### src/rtl/cmdreg_pkg.sv
package cmdreg_pkg;
   localparam int LANE_W = 8;
   localparam int SEL_W  = LANE_W - 1;

   // One byte lane of a write word: level in the top bit, selects below
   typedef struct packed {
      logic             val;
      logic [SEL_W-1:0] sel;
   } lane_cmd_t;
endpackage

### src/rtl/cmdreg_addr_match.sv
module cmdreg_addr_match #(
   parameter int NUM_REGS = 5,
   parameter int ADDR_W   = 9,
   parameter logic [NUM_REGS-1:0][31:0] OFFS = '0
) (
   input  logic [ADDR_W-1:0]   addr,
   output logic [NUM_REGS-1:0] hit
);
   // Full byte-address compare: a partial or misaligned address never hits
   generate
      for (genvar i = 0; i < NUM_REGS; i++) begin : g_cmp
         assign hit[i] = (addr == OFFS[i][ADDR_W-1:0]);
      end
   endgenerate
endmodule

### src/rtl/cmdreg_lane.sv
module cmdreg_lane
   import cmdreg_pkg::*;
#(
   parameter logic [SEL_W-1:0] IMPL = '1,
   parameter logic [SEL_W-1:0] RST  = '0
) (
   input  logic              clk,
   input  logic              rst_n,
   input  logic              we,
   input  lane_cmd_t         cmd,
   output logic [LANE_W-1:0] q
);
   localparam logic [SEL_W-1:0] RST_EFF = RST & IMPL;

   logic [SEL_W-1:0] sel_eff;
   logic [SEL_W-1:0] st_q;
   logic [SEL_W-1:0] st_d;

   // Unimplemented positions can never be selected
   assign sel_eff = cmd.sel & IMPL;

   always_comb begin
      st_d = st_q;
      if (we) begin
         if (cmd.val) st_d = st_q | sel_eff;
         else         st_d = st_q & ~sel_eff;
      end
   end

   always_ff @(posedge clk or negedge rst_n) begin
      if (!rst_n) st_q <= RST_EFF;
      else        st_q <= st_d;
   end

   // The level bit is a command field only; it has no storage behind it
   assign q = {1'b0, st_q & IMPL};
endmodule

### src/rtl/cmdreg_word.sv
module cmdreg_word
   import cmdreg_pkg::*;
#(
   parameter int                DATA_W = 32,
   parameter logic [DATA_W-1:0] MASK   = '0,
   parameter logic [DATA_W-1:0] RSTV   = '0
) (
   input  logic                       clk,
   input  logic                       rst_n,
   input  logic                       we,
   input  logic [DATA_W/LANE_W-1:0]   be,
   input  logic [DATA_W-1:0]          wdata,
   output logic [DATA_W-1:0]          q
);
   localparam int LANES = DATA_W / LANE_W;

   generate
      for (genvar l = 0; l < LANES; l++) begin : g_lane
         localparam logic [SEL_W-1:0] L_IMPL = MASK[l*LANE_W +: SEL_W];
         localparam logic [SEL_W-1:0] L_RST  = RSTV[l*LANE_W +: SEL_W];
         if (L_IMPL == '0) begin : g_empty
            // Lane with no implemented bit: no storage at all
            logic lane_unused;
            assign lane_unused = ^{wdata[l*LANE_W +: LANE_W], be[l]};
            assign q[l*LANE_W +: LANE_W] = '0;
         end else begin : g_live
            lane_cmd_t cmd;
            assign cmd = lane_cmd_t'(wdata[l*LANE_W +: LANE_W]);
            cmdreg_lane #(
               .IMPL(L_IMPL),
               .RST (L_RST)
            ) u_lane (
               .clk  (clk),
               .rst_n(rst_n),
               .we   (we & be[l]),
               .cmd  (cmd),
               .q    (q[l*LANE_W +: LANE_W])
            );
         end
      end
   endgenerate
endmodule

### src/rtl/cmdreg_bank.sv
module cmdreg_bank
   import cmdreg_pkg::*;
#(
   parameter int NUM_REGS = 5,
   parameter int ADDR_W   = 9,
   parameter int DATA_W   = 32,
   parameter logic [NUM_REGS-1:0][31:0] OFFS =
      {32'h64, 32'h54, 32'h50, 32'h48, 32'h40},
   parameter logic [NUM_REGS-1:0][DATA_W-1:0] MASK =
      {32'h0000001B, 32'h203C7E07, 32'h3F7F3F7F, 32'h000F0F7F, 32'h1F7F7F1F},
   parameter logic [NUM_REGS-1:0][DATA_W-1:0] RSTV =
      {32'h00000004, 32'hFFFFFFFF, 32'h00000041, 32'h00000000, 32'h00000000}
) (
   input  logic                       clk,
   input  logic                       rst_n,
   input  logic                       wr_en,
   input  logic [ADDR_W-1:0]          addr,
   input  logic [DATA_W-1:0]          wdata,
   input  logic [DATA_W/LANE_W-1:0]   be,
   output logic [DATA_W-1:0]          rdata
);
   localparam int LANES = DATA_W / LANE_W;

   function automatic logic [DATA_W-1:0] level_bits();
      logic [DATA_W-1:0] m;
      m = '0;
      for (int l = 0; l < LANES; l++) m[l*LANE_W + SEL_W] = 1'b1;
      return m;
   endfunction

   localparam logic [DATA_W-1:0] LEVEL_POS = level_bits();

   // Elaboration-time parameter checks
   generate
      if (DATA_W % LANE_W != 0 || DATA_W < LANE_W) begin : g_bad_width
         $error("cmdreg_bank: DATA_W must be a nonzero multiple of 8");
      end
      if (ADDR_W < 2 || ADDR_W > 32) begin : g_bad_addr
         $error("cmdreg_bank: ADDR_W out of range");
      end
      for (genvar i = 0; i < NUM_REGS; i++) begin : g_pchk
         if ((MASK[i] & LEVEL_POS) != '0) begin : g_mask_lvl
            $error("cmdreg_bank: a mask covers a lane level bit");
         end
         if (OFFS[i][1:0] != 2'b00) begin : g_align
            $error("cmdreg_bank: register offset not word aligned");
         end
         for (genvar j = i + 1; j < NUM_REGS; j++) begin : g_dup
            if (OFFS[i][ADDR_W-1:0] == OFFS[j][ADDR_W-1:0]) begin : g_same
               $error("cmdreg_bank: two registers share one offset");
            end
         end
      end
   endgenerate

   logic [NUM_REGS-1:0]              hit;
   logic [NUM_REGS-1:0][DATA_W-1:0]  reg_q;

   cmdreg_addr_match #(
      .NUM_REGS(NUM_REGS),
      .ADDR_W  (ADDR_W),
      .OFFS    (OFFS)
   ) u_match (
      .addr(addr),
      .hit (hit)
   );

   generate
      for (genvar i = 0; i < NUM_REGS; i++) begin : g_reg
         cmdreg_word #(
            .DATA_W(DATA_W),
            .MASK  (MASK[i]),
            .RSTV  (RSTV[i])
         ) u_word (
            .clk  (clk),
            .rst_n(rst_n),
            .we   (wr_en & hit[i]),
            .be   (be),
            .wdata(wdata),
            .q    (reg_q[i])
         );
      end
   endgenerate

   // Combinational readback of stored state: pre-write value in the write cycle
   always_comb begin
      rdata = '0;
      for (int i = 0; i < NUM_REGS; i++) begin
         if (hit[i]) rdata = rdata | reg_q[i];
      end
   end
endmodule

### config.mk
export PLATFORM = sky130hd
export DESIGN_NAME = cmdreg_bank
export DESIGN_NICKNAME = d
export VERILOG_FILES = /design/src/rtl/cmdreg_pkg.sv /design/src/rtl/cmdreg_addr_match.sv /design/src/rtl/cmdreg_lane.sv /design/src/rtl/cmdreg_word.sv /design/src/rtl/cmdreg_bank.sv
export SDC_FILE = /design/constraint.sdc
export NUM_CORES = 1
export LEC_CHECK = 0
export BUFFER_PORTS_ARGS = -buffer_cell sky130_fd_sc_hd__buf_4
export CORE_MARGIN = 5
export CORE_UTILIZATION = 49
export CTS_BUF_LIST = sky130_fd_sc_hd__clkbuf_16
export DETAILED_ROUTE_END_ITERATION = 8
export PLACE_DENSITY = 0.71
export SYNTH_ARGS = -nofsm -noshare
export SYNTH_HDL_FRONTEND = slang
export SYNTH_SLANG_ARGS = --single-unit
### constraint.sdc
create_clock -name clk -period 5.9 [get_ports clk]
set_input_delay 1.18 -clock clk [delete_from_list [all_inputs] [get_ports clk]]
set_output_delay 1.18 -clock clk [all_outputs]
set_load 0.03 [all_outputs]
==> metrics list <==
- The tree is rooted in a sky130_fd_sc_hd__clkbuf_16.
- Area Overhead vs Synth: 15.5%
- Endpoint kind of the worst setup timing path: primary output
- Largest net degree at the start of global routing: 84
- Global routing used 20.7% of the available tracks across all layers.
- Signal arrival time at the worst endpoint: 3.60 ns
- In the final routed layout, each cell accounts on average for 21.2 um.
- For flop-to-flop paths, the worst setup slack is 5.11 ns.
* Post-Synthesis Cell Area: 4990 um2
- Run status: finished, final reports clean
* Maximum count of clock buffers along a single path: 2
- Setup total negative slack: 0 ns
- In the final layout, flip-flops and latches occupy 2100 um2.
- Combinational power share: 9.4%
- The cell count after synthesis came out at 413.
- Pwr Density: 215 nW/um2
- FMAX: 209 MHz
- Clock latency on the worst-skew pair, taken at its later pin, is 0.33 ns.
- Global-route wire length before repair: 20900 um
- Number of synthesized flops with an enable pin: 0
* Final max-slew violation count: 0
* Proportion of layout cells with a drive suffix above 1: 38.1%
* # placed instances: 579
- Post-CTS repair changed the size of 0 cells.
- Clock tree from TritonCTS: built
- Proportion of netlist area held by the largest area contributor: 33.6%
- In this run the worst hold path is classified as flip-flop to flip-flop.
- Area of the die: 12300 um2
* Leakage dissipation: 2.48 nW
* Count of buffering cells on the critical path with inverters included: 3
- Average cell area after synthesis: 12.1 um2
- Hold Path Cell Cnt: 1
- At the end of routability-driven placement, the weighted congestion stood at 0.746.
* Highest-count cells in the layout ignoring fill and taps: sky130_fd_sc_hd__buf_4 (80), sky130_fd_sc_hd__mux2_1 (71), sky130_fd_sc_hd__dfrtp_1 (67), sky130_fd_sc_hd__nor4_2 (42), sky130_fd_sc_hd__nor4_1 (39)
* Sequential fraction of the synthesis area: 42.0%
- 80 I/O pins were placed.
- Cell types occupying the most area after synthesis: sky130_fd_sc_hd__dfrtp_1 (34%), sky130_fd_sc_hd__mux2_1 (16%), sky130_fd_sc_hd__nor4_2 (11%)
* Slew at the pin closest to its max-slew limit: 1.08 ns
* Sequential group share of total power: 46.6%
* Overflow left after global routing: 0
- Number of antenna violations at the first check in global routing: 0
- Leaving out fill and tap cells, the most frequent cell in the layout is sky130_fd_sc_hd__buf_4.
- Half-perimeter wire length of the detailed placement result: 7690 um
- Depth of the CTS H-tree: 3
* Most frequently used flop master after synthesis: sky130_fd_sc_hd__dfrtp_1
* Yosys Warn Count: 0
* Area of the multi-input gates: 2600 um2
- The synthesized netlist contains 38 unique library cells.
- The internal power of the cells totals 0.000932 W.
- The final hold violation count was 0.
* Site row count: 36
* Total Power: 0.00124 W
* Number of detailed-routing iterations run before antenna repair: 4
* Net Sw Power: 0.000308 W
- Count of antenna diodes in the layout: 0
* TritonCTS Sinks: 83
* Post-layout minimum cycle time: 4.78 ns
- Crit-path max FO: 40
- Worst r2r path cells: 1
- Counting the buffers created by CTS gives 9.
- For this run, the post-layout net count is 505.
- Number of nets still failing antenna checks after routing: 0
- By startpoint and endpoint, the worst setup path is classified as input port to primary output.
- Required time reported for the critical path endpoint: 4.72 ns
* Switching Share: 24.8%
- Maximum vdd ir drop: 0.143 mV
- Across the routed clock network, the largest skew measured is 0 ns.
- Number of fill cells: 831
* Clock network power share: 44.0%
- Excluding fillers, the count of instances in the completed layout stands at 595.
- Crit path launch type: input port
- Cell mode on critical path: sky130_fd_sc_hd__buf_4
- Asr flop ratio synth: 100%
- CP max-delay cell: sky130_fd_sc_hd__or4_4
- The largest single stage delay on the critical path is 0.81 ns.
- DRC violation count after routing: 0
* Final clock period utilization by the worst path: 80.9%
- For this configuration, the core starts out at a cell density of 50.6%.
- Number of buffers added to fix hold violations after cts: 0
- Synthesis inferred 83 register bits.
* Unrepaired setup endpoints after global routing: no
* Drt first-iter violations: 247
- Measured against its own limit, the worst slew margin works out to 27.9%.
- Setup violations remaining at the end of the flow were counted as 0.
- Buffers placed on the I/O ports in this run total 73.
- Crit-path leading delay family: simple AND/OR/NAND/NOR gates
* Die outline height: 111 um
* List of cells traversed by the critical path: buf_4, or4_4, buf_4, or3_1, o2bb2ai_1, buf_4
- After clock tree synthesis, the clock-pin slew on the worst setup and hold paths is 0.07 ns.
* Reported max-cap violation count: 0
- The routed layout has 3744 vias.
* Vias per inst: 6.29
* Number of global-route vias before repair: 3904
- Final wirelength: 12600 um
* Die extent in x: 111 um
* Cell type contributing the most total cell area after synthesis: sky130_fd_sc_hd__dfrtp_1
- In this run the standard cell core region covers 9860 um2.
- In this run the post-CTS setup repair buffer count came out at 0.
-- routing by layer --
layer	share of wire (%)	global-route usage, %	wire length [um]
met1	45	29.1	5660
met2	49	32.4	6110
met3	5.8	4.97	730
met4	0.72	4.76	91
met5	0	0	0
-- area by class of cell --
cell class              count  area share, %
flip-flops and latches     83           36.4
inverters                   3          0.195
clock buffers               9           3.91
multi-input cells         280           45.1
repair buffers             80           10.4
well taps                 133           2.89
clock inverters             7           1.06
-- stage by stage --
stage | hold WS, ns | util (%) | cell area (um2) | worst slack, ns
finish | 0.484 | 58.4 | 5760 | 1.12
global route | 0.499 | 58.4 | 5760 | 1.07
CTS | 0.487 | 58.4 | 5760 | 1.17
detailed placement | 0.474 | 55.5 | 5480 | 1.18
global placement | 0.462 | 55.5 | 5480 | 1.19
floorplan | 0.450 | - | 5010 | 1.77
-- cells in the mapped netlist, types with 2 or more instances --
cell / count
sky130_fd_sc_hd__or3b_2: 2
sky130_fd_sc_hd__nand4b_1: 3
sky130_fd_sc_hd__mux2i_1: 14
sky130_fd_sc_hd__inv_1: 3
sky130_fd_sc_hd__a22o_1: 17
sky130_fd_sc_hd__nor2_1: 2
sky130_fd_sc_hd__nor4_1: 39
sky130_fd_sc_hd__mux2_1: 71
sky130_fd_sc_hd__clkbuf_1: 18
sky130_fd_sc_hd__and3_1: 4
sky130_fd_sc_hd__nand4_1: 6
sky130_fd_sc_hd__nor4_2: 42
sky130_fd_sc_hd__a221o_1: 3
sky130_fd_sc_hd__dfrtp_1: 67
sky130_fd_sc_hd__buf_2: 7
sky130_fd_sc_hd__nand3_1: 28
sky130_fd_sc_hd__nor3b_1: 2
sky130_fd_sc_hd__buf_6: 10
sky130_fd_sc_hd__mux2_2: 14
sky130_fd_sc_hd__buf_4: 8
sky130_fd_sc_hd__buf_1: 8
sky130_fd_sc_hd__dfstp_2: 16
sky130_fd_sc_hd__or4_1: 2
sky130_fd_sc_hd__o2bb2ai_1: 11
sky130_fd_sc_hd__nor3_4: 3
-- worst max-delay path by stage --
stage,startpoint,end,slack (ns),cells after the start
CTS,addr[2],rdata[8],1.17,6
detailed placement,addr[2],rdata[8],1.18,6
global route,addr[2],rdata[16],1.07,6
floorplan,addr[5],rdata[0],1.77,5
global placement,addr[2],rdata[8],1.19,6
finish,addr[2],rdata[16],1.12,6
-- cell families after synthesis --
logic type / Yosys count / synth area share (%)
other: 1 / 0.0751
AOI/OAI and AO/OA: 35 / 6.17
buffers and inverters: 54 / 6.34
muxes: 99 / 22.0
and+or+nand+nor: 141 / 23.4
DFF: 83 / 42.0
-- power by group through the flow --
stage | Sequential (W) | Combinational (W) | Clock [W]
final | 0.000577 | 0.000117 | 0.000546
after global routing | 0.000577 | 0.000126 | 0.000583
after CTS | 0.000577 | 0.000117 | 0.000559
after detailed placement | 0.000587 | 0.000116 | 0
after global placement | 0.000587 | 0.000114 | 0
after floorplan | 0.000587 | 0.0000657 | 0
(Power assumes the default switching activity.)
